<file path="config.mk">
export PLATFORM = sky130hd
export DESIGN_NAME = pit_latch_readback
export DESIGN_NICKNAME = d
export VERILOG_FILES = /design/src/rtl/pit_lr_pkg.sv /design/src/rtl/pit_lr_decode.sv /design/src/rtl/pit_lr_channel.sv /design/src/rtl/pit_latch_readback.sv
export SDC_FILE = /design/constraint.sdc
export NUM_CORES = 1
export LEC_CHECK = 0
export BUFFER_PORTS_ARGS = -buffer_cell sky130_fd_sc_hd__buf_4
export CAP_MARGIN = 25
export CELL_PAD_IN_SITES_DETAIL_PLACEMENT = 1
export CELL_PAD_IN_SITES_GLOBAL_PLACEMENT = 1
export CORE_ASPECT_RATIO = 0.9
export CORE_MARGIN = 2
export CORE_UTILIZATION = 37
export DETAILED_ROUTE_END_ITERATION = 12
export PLACE_DENSITY_LB_ADDON = 0.12
export SYNTH_ARGS = -nofsm -noshare
export SYNTH_HDL_FRONTEND = slang
export SYNTH_HIERARCHICAL = 1
export SYNTH_SLANG_ARGS = --single-unit
</file>
<file path="constraint.sdc">
create_clock -name clk -period 4.9 [get_ports clk]
set_input_delay 0.245 -clock clk [delete_from_list [all_inputs] [get_ports clk]]
set_output_delay 0.245 -clock clk [all_outputs]
set_load 0.005 [all_outputs]
</file>
<file path="src/rtl/pit_lr_pkg.sv">
// Package: shared constants and encodings for the timer latch/read-back path.
// Assumes byte-wide bus and 16-bit counts.
package pit_lr_pkg;
    localparam int BYTE_W = 8;
    localparam int CNT_W  = 2 * BYTE_W;

    // Access-mode field of the control word / counter configuration.
    typedef enum logic [1:0] {
        ACC_CMD  = 2'b00,
        ACC_LO   = 2'b01,
        ACC_HI   = 2'b10,
        ACC_WORD = 2'b11
    } acc_mode_e;

    localparam logic [1:0] SEL_READBACK = 2'b11;
endpackage

</file>
<file path="src/rtl/pit_lr_decode.sv">
// Module: decodes control-port writes into per-counter capture and
// reprogram strobes. Assumes NCNT <= 3 (read-back select bits 3:1).
module pit_lr_decode
    import pit_lr_pkg::*;
#(
    parameter int NCNT      = 3,
    parameter int ADDR_W    = 2,
    parameter int CTRL_ADDR = 3
) (
    input  logic              wr,
    input  logic [ADDR_W-1:0] addr,
    input  logic [BYTE_W-1:0] wdata,
    output logic [NCNT-1:0]   cap_cnt,
    output logic [NCNT-1:0]   cap_sts,
    output logic [NCNT-1:0]   reprog
);
    // Purpose: turn one control write into single-cycle strobes.
    always_comb begin
        cap_cnt = '0;
        cap_sts = '0;
        reprog  = '0;
        if (wr && addr == ADDR_W'(CTRL_ADDR)) begin
            if (wdata[7:6] == SEL_READBACK) begin
                for (int i = 0; i < NCNT; i++) begin
                    if (wdata[i+1]) begin
                        cap_cnt[i] = ~wdata[5];
                        cap_sts[i] = ~wdata[4];
                    end
                end
            end else begin
                for (int i = 0; i < NCNT; i++) begin
                    if (wdata[7:6] == 2'(i)) begin
                        if (wdata[5:4] == ACC_CMD) cap_cnt[i] = 1'b1;
                        else                       reprog[i]  = 1'b1;
                    end
                end
            end
        end
    end
endmodule

</file>
<file path="src/rtl/pit_lr_channel.sv">
// Module: one counter's snapshot, status capture and byte pointer, plus
// the byte it presents to a data-port read. Assumes rd lasts one cycle.
module pit_lr_channel
    import pit_lr_pkg::*;
(
    input  logic              clk,
    input  logic              rst_n,
    input  logic              cap_cnt,
    input  logic              cap_sts,
    input  logic              reprog,
    input  logic              rd,
    input  logic [CNT_W-1:0]  live,
    input  logic [1:0]        acc,
    input  logic [BYTE_W-1:0] sts_in,
    output logic [BYTE_W-1:0] rd_byte
);
    logic [CNT_W-1:0]  snap;
    logic              snap_v;
    logic [BYTE_W-1:0] sts;
    logic              sts_v;
    logic              hi_ptr;
    logic              take_hi;
    logic [CNT_W-1:0]  src;

    // Purpose: choose the byte a read of this counter returns.
    always_comb begin
        take_hi = (acc == ACC_HI) || (acc == ACC_WORD && hi_ptr);
        src     = snap_v ? snap : live;
        if (sts_v)        rd_byte = sts;
        else if (take_hi) rd_byte = src[CNT_W-1:BYTE_W];
        else              rd_byte = src[BYTE_W-1:0];
    end

    // Purpose: advance pointer, release and capture on each clock edge.
    always_ff @(posedge clk) begin
        if (!rst_n) begin
            snap   <= '0;
            snap_v <= 1'b0;
            sts    <= '0;
            sts_v  <= 1'b0;
            hi_ptr <= 1'b0;
        end else if (reprog) begin
            snap_v <= 1'b0;
            sts_v  <= 1'b0;
            hi_ptr <= 1'b0;
        end else begin
            if (rd) begin
                if (sts_v) begin
                    sts_v <= 1'b0;
                end else begin
                    if (acc == ACC_WORD) hi_ptr <= ~hi_ptr;
                    if (snap_v && (acc != ACC_WORD || hi_ptr)) snap_v <= 1'b0;
                end
            end
            if (cap_cnt && !snap_v) begin
                snap   <= live;
                snap_v <= 1'b1;
            end
            if (cap_sts && !sts_v) begin
                sts   <= sts_in;
                sts_v <= 1'b1;
            end
        end
    end
endmodule

</file>
<file path="src/rtl/pit_latch_readback.sv">
// Module: top of the timer latch/read-back path. Decodes control writes,
// holds one channel per counter and muxes the read byte onto the bus.
// Assumes single-cycle bus strobes, never read and write together.
module pit_latch_readback
    import pit_lr_pkg::*;
#(
    parameter int NCNT   = 3,
    parameter int ADDR_W = 2
) (
    input  logic                   clk,
    input  logic                   rst_n,
    input  logic [ADDR_W-1:0]      bus_addr,
    input  logic [BYTE_W-1:0]      bus_wdata,
    input  logic                   bus_wr,
    input  logic                   bus_rd,
    output logic [BYTE_W-1:0]      bus_rdata,
    input  logic [NCNT*CNT_W-1:0]  live_count,
    input  logic [NCNT*2-1:0]      acc_mode,
    input  logic [NCNT*3-1:0]      op_mode,
    input  logic [NCNT-1:0]        bcd_sel,
    input  logic [NCNT-1:0]        null_flag,
    input  logic [NCNT-1:0]        out_level
);
    localparam int CTRL_ADDR = 3;

    logic [NCNT-1:0]   cap_cnt;
    logic [NCNT-1:0]   cap_sts;
    logic [NCNT-1:0]   reprog;
    logic [BYTE_W-1:0] rd_bytes [NCNT];

    pit_lr_decode #(.NCNT(NCNT), .ADDR_W(ADDR_W), .CTRL_ADDR(CTRL_ADDR)) u_dec (
        .wr      (bus_wr),
        .addr    (bus_addr),
        .wdata   (bus_wdata),
        .cap_cnt (cap_cnt),
        .cap_sts (cap_sts),
        .reprog  (reprog)
    );

    for (genvar g = 0; g < NCNT; g++) begin : g_ch
        logic [BYTE_W-1:0] sts_word;
        // Purpose: assemble this counter's status byte from its config.
        assign sts_word = {out_level[g], null_flag[g], acc_mode[2*g +: 2],
                           op_mode[3*g +: 3], bcd_sel[g]};

        pit_lr_channel u_ch (
            .clk     (clk),
            .rst_n   (rst_n),
            .cap_cnt (cap_cnt[g]),
            .cap_sts (cap_sts[g]),
            .reprog  (reprog[g]),
            .rd      (bus_rd && bus_addr == ADDR_W'(g)),
            .live    (live_count[CNT_W*g +: CNT_W]),
            .acc     (acc_mode[2*g +: 2]),
            .sts_in  (sts_word),
            .rd_byte (rd_bytes[g])
        );
    end

    // Purpose: drive the addressed counter's byte onto the bus during a read.
    always_comb begin
        bus_rdata = '0;
        for (int i = 0; i < NCNT; i++) begin
            if (bus_rd && bus_addr == ADDR_W'(i)) bus_rdata = rd_bytes[i];
        end
    end
endmodule

</file>
# Word-level counts from Yosys, hierarchy flattened
# Index checks and enable logic that the tools add are counted.
dict set report word_totals {
  register_bits 81
  output_inout_bits 8
}
dict set report classes {
  n_mux 50
  eq_ne 18
  reduce_logical 55
  bitwise 12
}
# op n
set ops {}
lappend ops {{8-bit 2-to-1 mux} 9}
lappend ops {{16-bit 2-to-1 mux} 3}
lappend ops {{1-bit 2-to-1 mux} 32}
lappend ops {{2-bit == test (second input constant)} 10}
lappend ops {{3-bit 2-to-1 mux} 6}
lappend ops {{3-bit AND reduction} 6}
lappend ops {{2-bit nonzero test} 9}
lappend ops {{1-bit logical AND} 16}
lappend ops {{2-bit != test (second input constant)} 6}
lappend ops {{1-bit inverter} 12}
lappend ops {{2-bit AND reduction} 6}
lappend ops {{1-bit logical NOT} 6}
lappend ops {{2-bit logical NOT} 3}
lappend ops {{1-bit logical OR} 6}
lappend ops {{2-bit OR reduction} 3}
lappend ops {{2-bit by 1-bit == test with 1-bit output (second input constant)} 2}

# Depth between registers and ports, before layout
# Gate-level depths: netlist of run 1.
dict set report logic_depth {
  depth_word 8
  mapped_depth 8
  ltp_nobuf 6
}

# Cells and area by module
# Netlist of run 1, hierarchy kept.
# mod area_per_inst_um2 n_inst cells_each
set modules_own_cells {}
lappend modules_own_cells {pit_lr_channel 1447.6 3 167}
lappend modules_own_cells {pit_latch_readback 291.5 1 40}
lappend modules_own_cells {pit_lr_decode 137.6 1 23}

# Least setup slack after synthesis of run 1
# OpenSTA, ideal clock, no wires.
dict set report synth_path {
  kind {input-to-reg}
  start {in bus_wdata[7]}
  end {reg g_ch[1].u_ch.snap[0]}
  path_stages 7
  path_buffers 2
  setup_slack_ns 3.158
  arrival_time_ns 1.626
  setup_time_ns 0.116
  path_cell_list {or2_1 > a2111oi_2 > or3b_1 > buf_6 > buf_6 > nand2_1 > a21boi_1}
}
dict set report synth_between {
  elab_chain_len 6
}
# element line_no
set synth_rtl {}
lappend synth_rtl {{start, declared} pit_latch_readback.sv:13} ;# input logic [BYTE_W-1:0] bus_wdata,
lappend synth_rtl {{2-bit by 1-bit == test with 1-bit output} pit_lr_decode.sv:32} ;# if (wdata[7:6] == 2'(i)) begin
lappend synth_rtl {{1-bit 2-to-1 mux} pit_lr_decode.sv:32}
lappend synth_rtl {{3-bit 2-to-1 mux (*)} pit_lr_decode.sv:23} ;# if (wdata[7:6] == SEL_READBACK) begin
lappend synth_rtl {{3-bit 2-to-1 mux (*)} pit_lr_decode.sv:22} ;# if (wr && addr == ADDR_W'(CTRL_ADDR)) begin
lappend synth_rtl {{net cap_cnt[1]} pit_latch_readback.sv:26} ;# logic [NCNT-1:0] cap_cnt;
lappend synth_rtl {{1-bit logical AND (*)} pit_lr_channel.sv:55} ;# if (cap_cnt && !snap_v) begin
lappend synth_rtl {{2-bit AND reduction (no line) (*)} n/a}
lappend synth_rtl {{end signal, assigned} pit_lr_channel.sv:56} ;# snap <= live;
lappend synth_rtl {{end, declared} pit_lr_channel.sv:17} ;# logic [CNT_W-1:0] snap;
# The timed path passes the listed nets; every way through them passes the cells marked *.
# A chain may end at the register's enable or synchronous reset.

==> results.ini, run 1 <==
[outcome]
status = complete, no violations

[routing]
wl_per_cell_um = 17.5
drt_iter0_drc = 233
drc = 0
viasPerCell = 5.29
antenna_left = 0
first_pass_iters = 4
wirelength_mm = 13.9
vias = 4205

[finish]
fin_nets = 713
seqCellArea_um2 = 1620
fill_cells = 1503
multi_input_area_um2 = 2830
final_common_cell = nand2_1
post-route-util = 0.451
area_growth_pct = 19.5
drive_above_1_share = 0.193
antenna_cells = 0
final_cell_mix = 122 x nand2_1, 98 x buf_4, 81 x dfxtp_1

[yosys]
yosysWarnings = 6
async_flop_share = 0
synth-edff-count = 0
syn_avg_cell_area_um2 = 8.46
synthCells = 564
synthesis.nets = 650
synth_area_leader_cell = dfxtp_1
yosysSeqAreaShare = 0.340
synth_area_leaders = dfxtp_1 34%, mux2i_1 12%, nand2_1 9.6%
syn_area_um2 = 4770
synth_top_area_frac = 0.340
synth-seq-cells = 81
synthFlopType = dfxtp_1
synth_cell_types = 34

[sta]
tns_ps = 0
fin_worst_skew_ps = 3.95
rsz0062_at_grt = no
tightest_slew_ps = 962
max-slew-margin-rel = 0.353
max_freq_ghz = 0.366
drv_slew = 0
finalHoldViolCount = 0
final.period_utilization = 0.557
period_needed_ps = 2730
setup_viol = 0

[clocking]
clkLatencyLatePin_ps = 350
clkSinkCount = 81
cts-root-buf = clkbuf_16
ctsHoldBuffers = 0
cts_setup_buffers = 0
clk_path_buf_depth = 2
cts_tree = done
clkSlewWorstSetupHoldPaths_ps = 60
htree_levels = 3
numCtsBuffers = 9
cts_resized = 0

[placement]
gp_congestion = 0.785
port_buffers = 92
dp_hpwl_mm = 10.1

[critical_path]
slowest_delay_ps = 470
worstSetupEndpointType = output port
crit_required_ps = 4660
worstSetupPathType = flop to output port
crit_cells = 8
reg2regPathDepth = 4
crit_arrival_ps = 2480
cp_top_family = compound AO/OA/AOI/OAI gates
start_kind = flop
crit_fanout = 24
cp_cell_sequence = buf_4 -> mux2i_1 -> and3_1 -> o31ai_1 -> mux2i_1 -> o21ai_1 -> and2_1 -> buf_4
crit_slowest_cell = o31ai_1
r2r_slack_ps = 3290
cp_num_buf_inv = 2

[global_route]
grt_max_degree = 76
grt_pass1_vias = 4233
grt_pass1_wl_mm = 21.9
track_usage = 0.207
gr-total-overflow = 0
antenna_found_initial = 0

[pwr]
power.leakage_nw = 2.06
peakVddDrop_v = 0.000166
power_per_cell_area_nw_per_um2 = 267

[die]
rows = 39
die_w_um = 124
io_pins = 94
coreArea_um2 = 12600
initial_utilization = 0.378
die_area_um2 = 13800
fp.dieH_um = 112

[hold_path]
hold_path_class = input port to flop
min_path_cells = 3

[run]
cap_viol_max_count = 0

## final timing paths
| kind | start | end |
|---|---|---|
| worst max-delay path | g_ch[1].u_ch/snap_v | bus_rdata[0] |
| worst min-delay path | live_count[36] | g_ch[2].u_ch/snap[4] |
| worst max register to register | g_ch[0].u_ch/snap_v | g_ch[0].u_ch/snap[5] |
| worst min register to register | g_ch[2].u_ch/snap[13] | g_ch[2].u_ch/snap[13] |
## cells by family after synthesis
logic type,after synthesis,share of synthesized area
flip-flops,81,0.340
XOR/XNOR,3,0.00551
AO/OA/AOI/OAI,110,0.178
AND/OR/NAND/NOR,262,0.292
buffers and inverters,52,0.0666
multiplexers,56,0.117
## power by group
part	internal, W	switching [W]	total, W
Combinational	0.000104	0.0000990	0.000203
Clock	0.000379	0.000272	0.000651
Sequential	0.000663	0.00000342	0.000667
## metal layers
layer  vias to the layer above  global-route usage  share of wire
li1                       2105                   -              -
met1                      2012               0.283           0.49
met2                        76               0.327           0.46
met3                        12              0.0466          0.041
met4                         0              0.0545          0.010
met5                         -                   0              0
## worst register-to-register path, delay by kind of cell, from the launching register on
family | cells | cell delay, ps
simple gates | 2 | 910
flops | 1 | 300
buf+inv | 1 | 230
compound gates | 1 | 70
## Yosys cell counts (10+ instances only)
cell and count:
clkbuf_1 19, nand3b_1 12, a221oi_1 24, a21boi_1 30, buf_2 14, buf_6 14, nor2b_1 48, nor2_1 10
and3_1 24, dfxtp_1 81, nand2_1 122, mux2i_1 56, o31ai_1 24, a21boi_0 18
## state kept, by name, indices dropped and copies added (netlist names)
| name | cells |
|---|---|
| g_ch.u_ch/snap_v | 3 |
| g_ch.u_ch/hi_ptr | 3 |
| g_ch.u_ch/sts_v | 3 |
| g_ch.u_ch/snap | 48 |
| g_ch.u_ch/sts | 24 |
## per-stage QoR
step	hold WS (ps)	worst slack (ps)	cells	total power, W	instance area [um2]
6_report	144	2170	795	0.00152	5700
3_3_place_gp	440	2200	779	0.000881	5410
3_5_place_dp	446	2110	779	0.000885	5410
2_1_floorplan	380	3160	564	0.000786	4770
5_1_grt	150	1990	795	0.00158	5700
4_1_cts	137	2180	794	0.00154	5700
## final cells by class
| cell class | instances | share of cell area |
|---|---|---|
| Tap cell | 164 | 0.0360 |
| Timing Repair Buffer | 99 | 0.130 |
| Sequential cell | 81 | 0.284 |
| Clock inverter | 3 | 0.00263 |
| Multi-Input combinational cell | 431 | 0.497 |
| Clock buffer | 12 | 0.0468 |
| Inverter | 5 | 0.00329 |
Power figures use the tool's default switching activity.
==> inputs of run 2 (changes only) <==
- clock period: 4.9 -> 2.4 ns (I/O delays scaled with it)
==> run 2 against run 1 <==
Largest power group unchanged. First-iteration DRC count fell by 16%. Setup slack lost 2000 ps. Non-clock buffer count increased by 14. Sequential share of layout area decreased by 0.67 points. Design area rose by 2.5%. Critical path type unchanged. Highest routed layer unchanged.
==> results.ini, run 2 (synthesis gave the netlist of run 1 again) <==
[outcome]
status = complete, no violations

[clocking]
clkSlewWorstSetupHoldPaths_ps = 60
numCtsBuffers = 9
clkSinkCount = 81
htree_levels = 3
clk_path_buf_depth = 2
cts-root-buf = clkbuf_16
cts_resized = 0
ctsHoldBuffers = 0
clkLatencyLatePin_ps = 350
cts_setup_buffers = 0
cts_tree = done

[critical_path]
crit_arrival_ps = 2150
worstSetupEndpointType = output port
start_kind = flop
crit_slowest_cell = dfxtp_1
cp_cell_sequence = buf_4 -> mux2i_1 -> and3_1 -> o31ai_2 -> buf_4 -> mux2i_1 -> o21ai_0 -> and2_1 -> buf_4
slowest_delay_ps = 370
cp_num_buf_inv = 3
worstSetupPathType = flop to output port
cp_top_family = buffers and inverters
cp_common_cell = buf_4
crit_required_ps = 2280
crit_fanout = 7

[routing]
first_pass_iters = 4
route.met3.wl_um = 516
top_layer_used = met4
vias = 4313
wl_per_cell_um = 17.4
wirelength_mm = 14.1
drt_iter0_drc = 195
drc = 0
viasPerCell = 5.32
met2_length_mm = 6.39
met1_length_mm = 6.98
antenna_left = 0

[pwr]
power_per_cell_area_nw_per_um2 = 531
p_sw_frac = 0.249
power_frac_clock = 0.422
power.leakage_nw = 2.15
switching_power_w = 0.000774
pwr-share-comb = 0.139
p_seq_frac = 0.438
p_int_w = 0.00233
peakVddDrop_v = 0.000319

[global_route]
track_usage = 0.210
antenna_found_initial = 0
grt_pass1_vias = 4354
grt_pass1_wl_mm = 22.4
gr-total-overflow = 0
grt_max_degree = 76

[finish]
final_common_cell = nand2_1
fill_cells = 1528
largest_reg_flops = 48
top_register = g_ch.u_ch/snap
antenna_cells = 0
final_cell_mix = 122 x nand2_1, 111 x buf_4, 80 x dfxtp_1
drive_above_1_share = 0.215
fin_nets = 727
top_regs = g_ch.u_ch/snap (48), g_ch.u_ch/sts (24)
area_growth_pct = 22.4
post-route-util = 0.462

[sta]
finalHoldViolCount = 0
setup_slack_ps = 131
tightest_slew_ps = 690
final.period_utilization = 0.946
setup_viol = 0
drv_slew = 0
period_needed_ps = 2270
fin_worst_skew_ps = 3.29
tns_ps = 0
rsz0062_at_grt = no
max-slew-margin-rel = 0.540
max_freq_ghz = 0.441

[hold_path]
hold_path_class = input port to flop

[run]
cap_viol_max_count = 0

[placement]
gp_congestion = 0.811
dp_hpwl_mm = 10.2
dp_slack_ps = 212
port_buffers = 92

[die]
fp.dieH_um = 112
die_area_um2 = 13800
die_w_um = 124
coreArea_um2 = 12600
io_pins = 94
initial_utilization = 0.378
rows = 39

==> run 2: changes by cell type in the layout (fill, tap and decap cells not counted), sizes merged <==
| cell | before | now |
|---|---|---|
| clkbuf | 12 | 13 |
| buf | 99 | 113 |
==> run 2: final cells by class <==
class                           instances  area [um2]  share of cell area
Inverter                                5        18.8             0.00321
Clock inverter                          3        15.0             0.00257
Sequential cell                        81        1620               0.278
Multi-Input combinational cell        431        2860               0.489
Timing Repair Buffer                  113         865               0.148
Tap cell                              164         205              0.0351
Clock buffer                           13         260              0.0445
==> run 2: power by group through the flow <==
| stage | logic (W) | registers [W] | clock network, W |
|---|---|---|---|
| after floorplan | 0.000217 | 0.00139 | 0 |
| after global placement | 0.000422 | 0.00139 | 0 |
| after detailed placement | 0.000429 | 0.00139 | 0 |
| after CTS | 0.000430 | 0.00136 | 0.00135 |
| after global routing | 0.000470 | 0.00136 | 0.00140 |
| final | 0.000433 | 0.00136 | 0.00131 |
==> run 2: worst reg2reg max path, stage by stage (launching register included) <==
cell and delay (ps):
dfxtp_1 310, buf_6 180, buf_4 180, or3b_1 650, nand2_1 180, a21boi_1 70
==> run 2: metal layers <==
layer  vias up  global-route usage
met1      2091               0.290
met3        13              0.0292
li1       2127                   -
met5         -                   0
met4         0              0.0750
met2        82               0.332
==> run 2: path summary, 6_finish.rpt <==
| kind | from | end | slack (ps) | cells past startpoint |
|---|---|---|---|---|
| setup / recovery | g_ch[1].u_ch/snap_v | bus_rdata[7] | 130 | 9 |
| hold / removal | live_count[47] | g_ch[2].u_ch/snap[15] | 20 | 3 |
| setup reg to reg | g_ch[0].u_ch/snap_v | g_ch[0].u_ch/snap[3] | 720 | 5 |
| hold reg to reg | g_ch[2].u_ch/snap[15] | g_ch[2].u_ch/snap[15] | 450 | 2 |
==> run 2: through the flow <==
step                instances  area, um2  total power (W)  hold WS [ps]
floorplan                 564       4770          0.00160           255
global placement          794       5540          0.00181           375
finish                    810       5840          0.00310          20.8
global route              810       5840          0.00323          29.2
detailed placement        794       5540          0.00182           386
CTS                       810       5810          0.00314          12.7
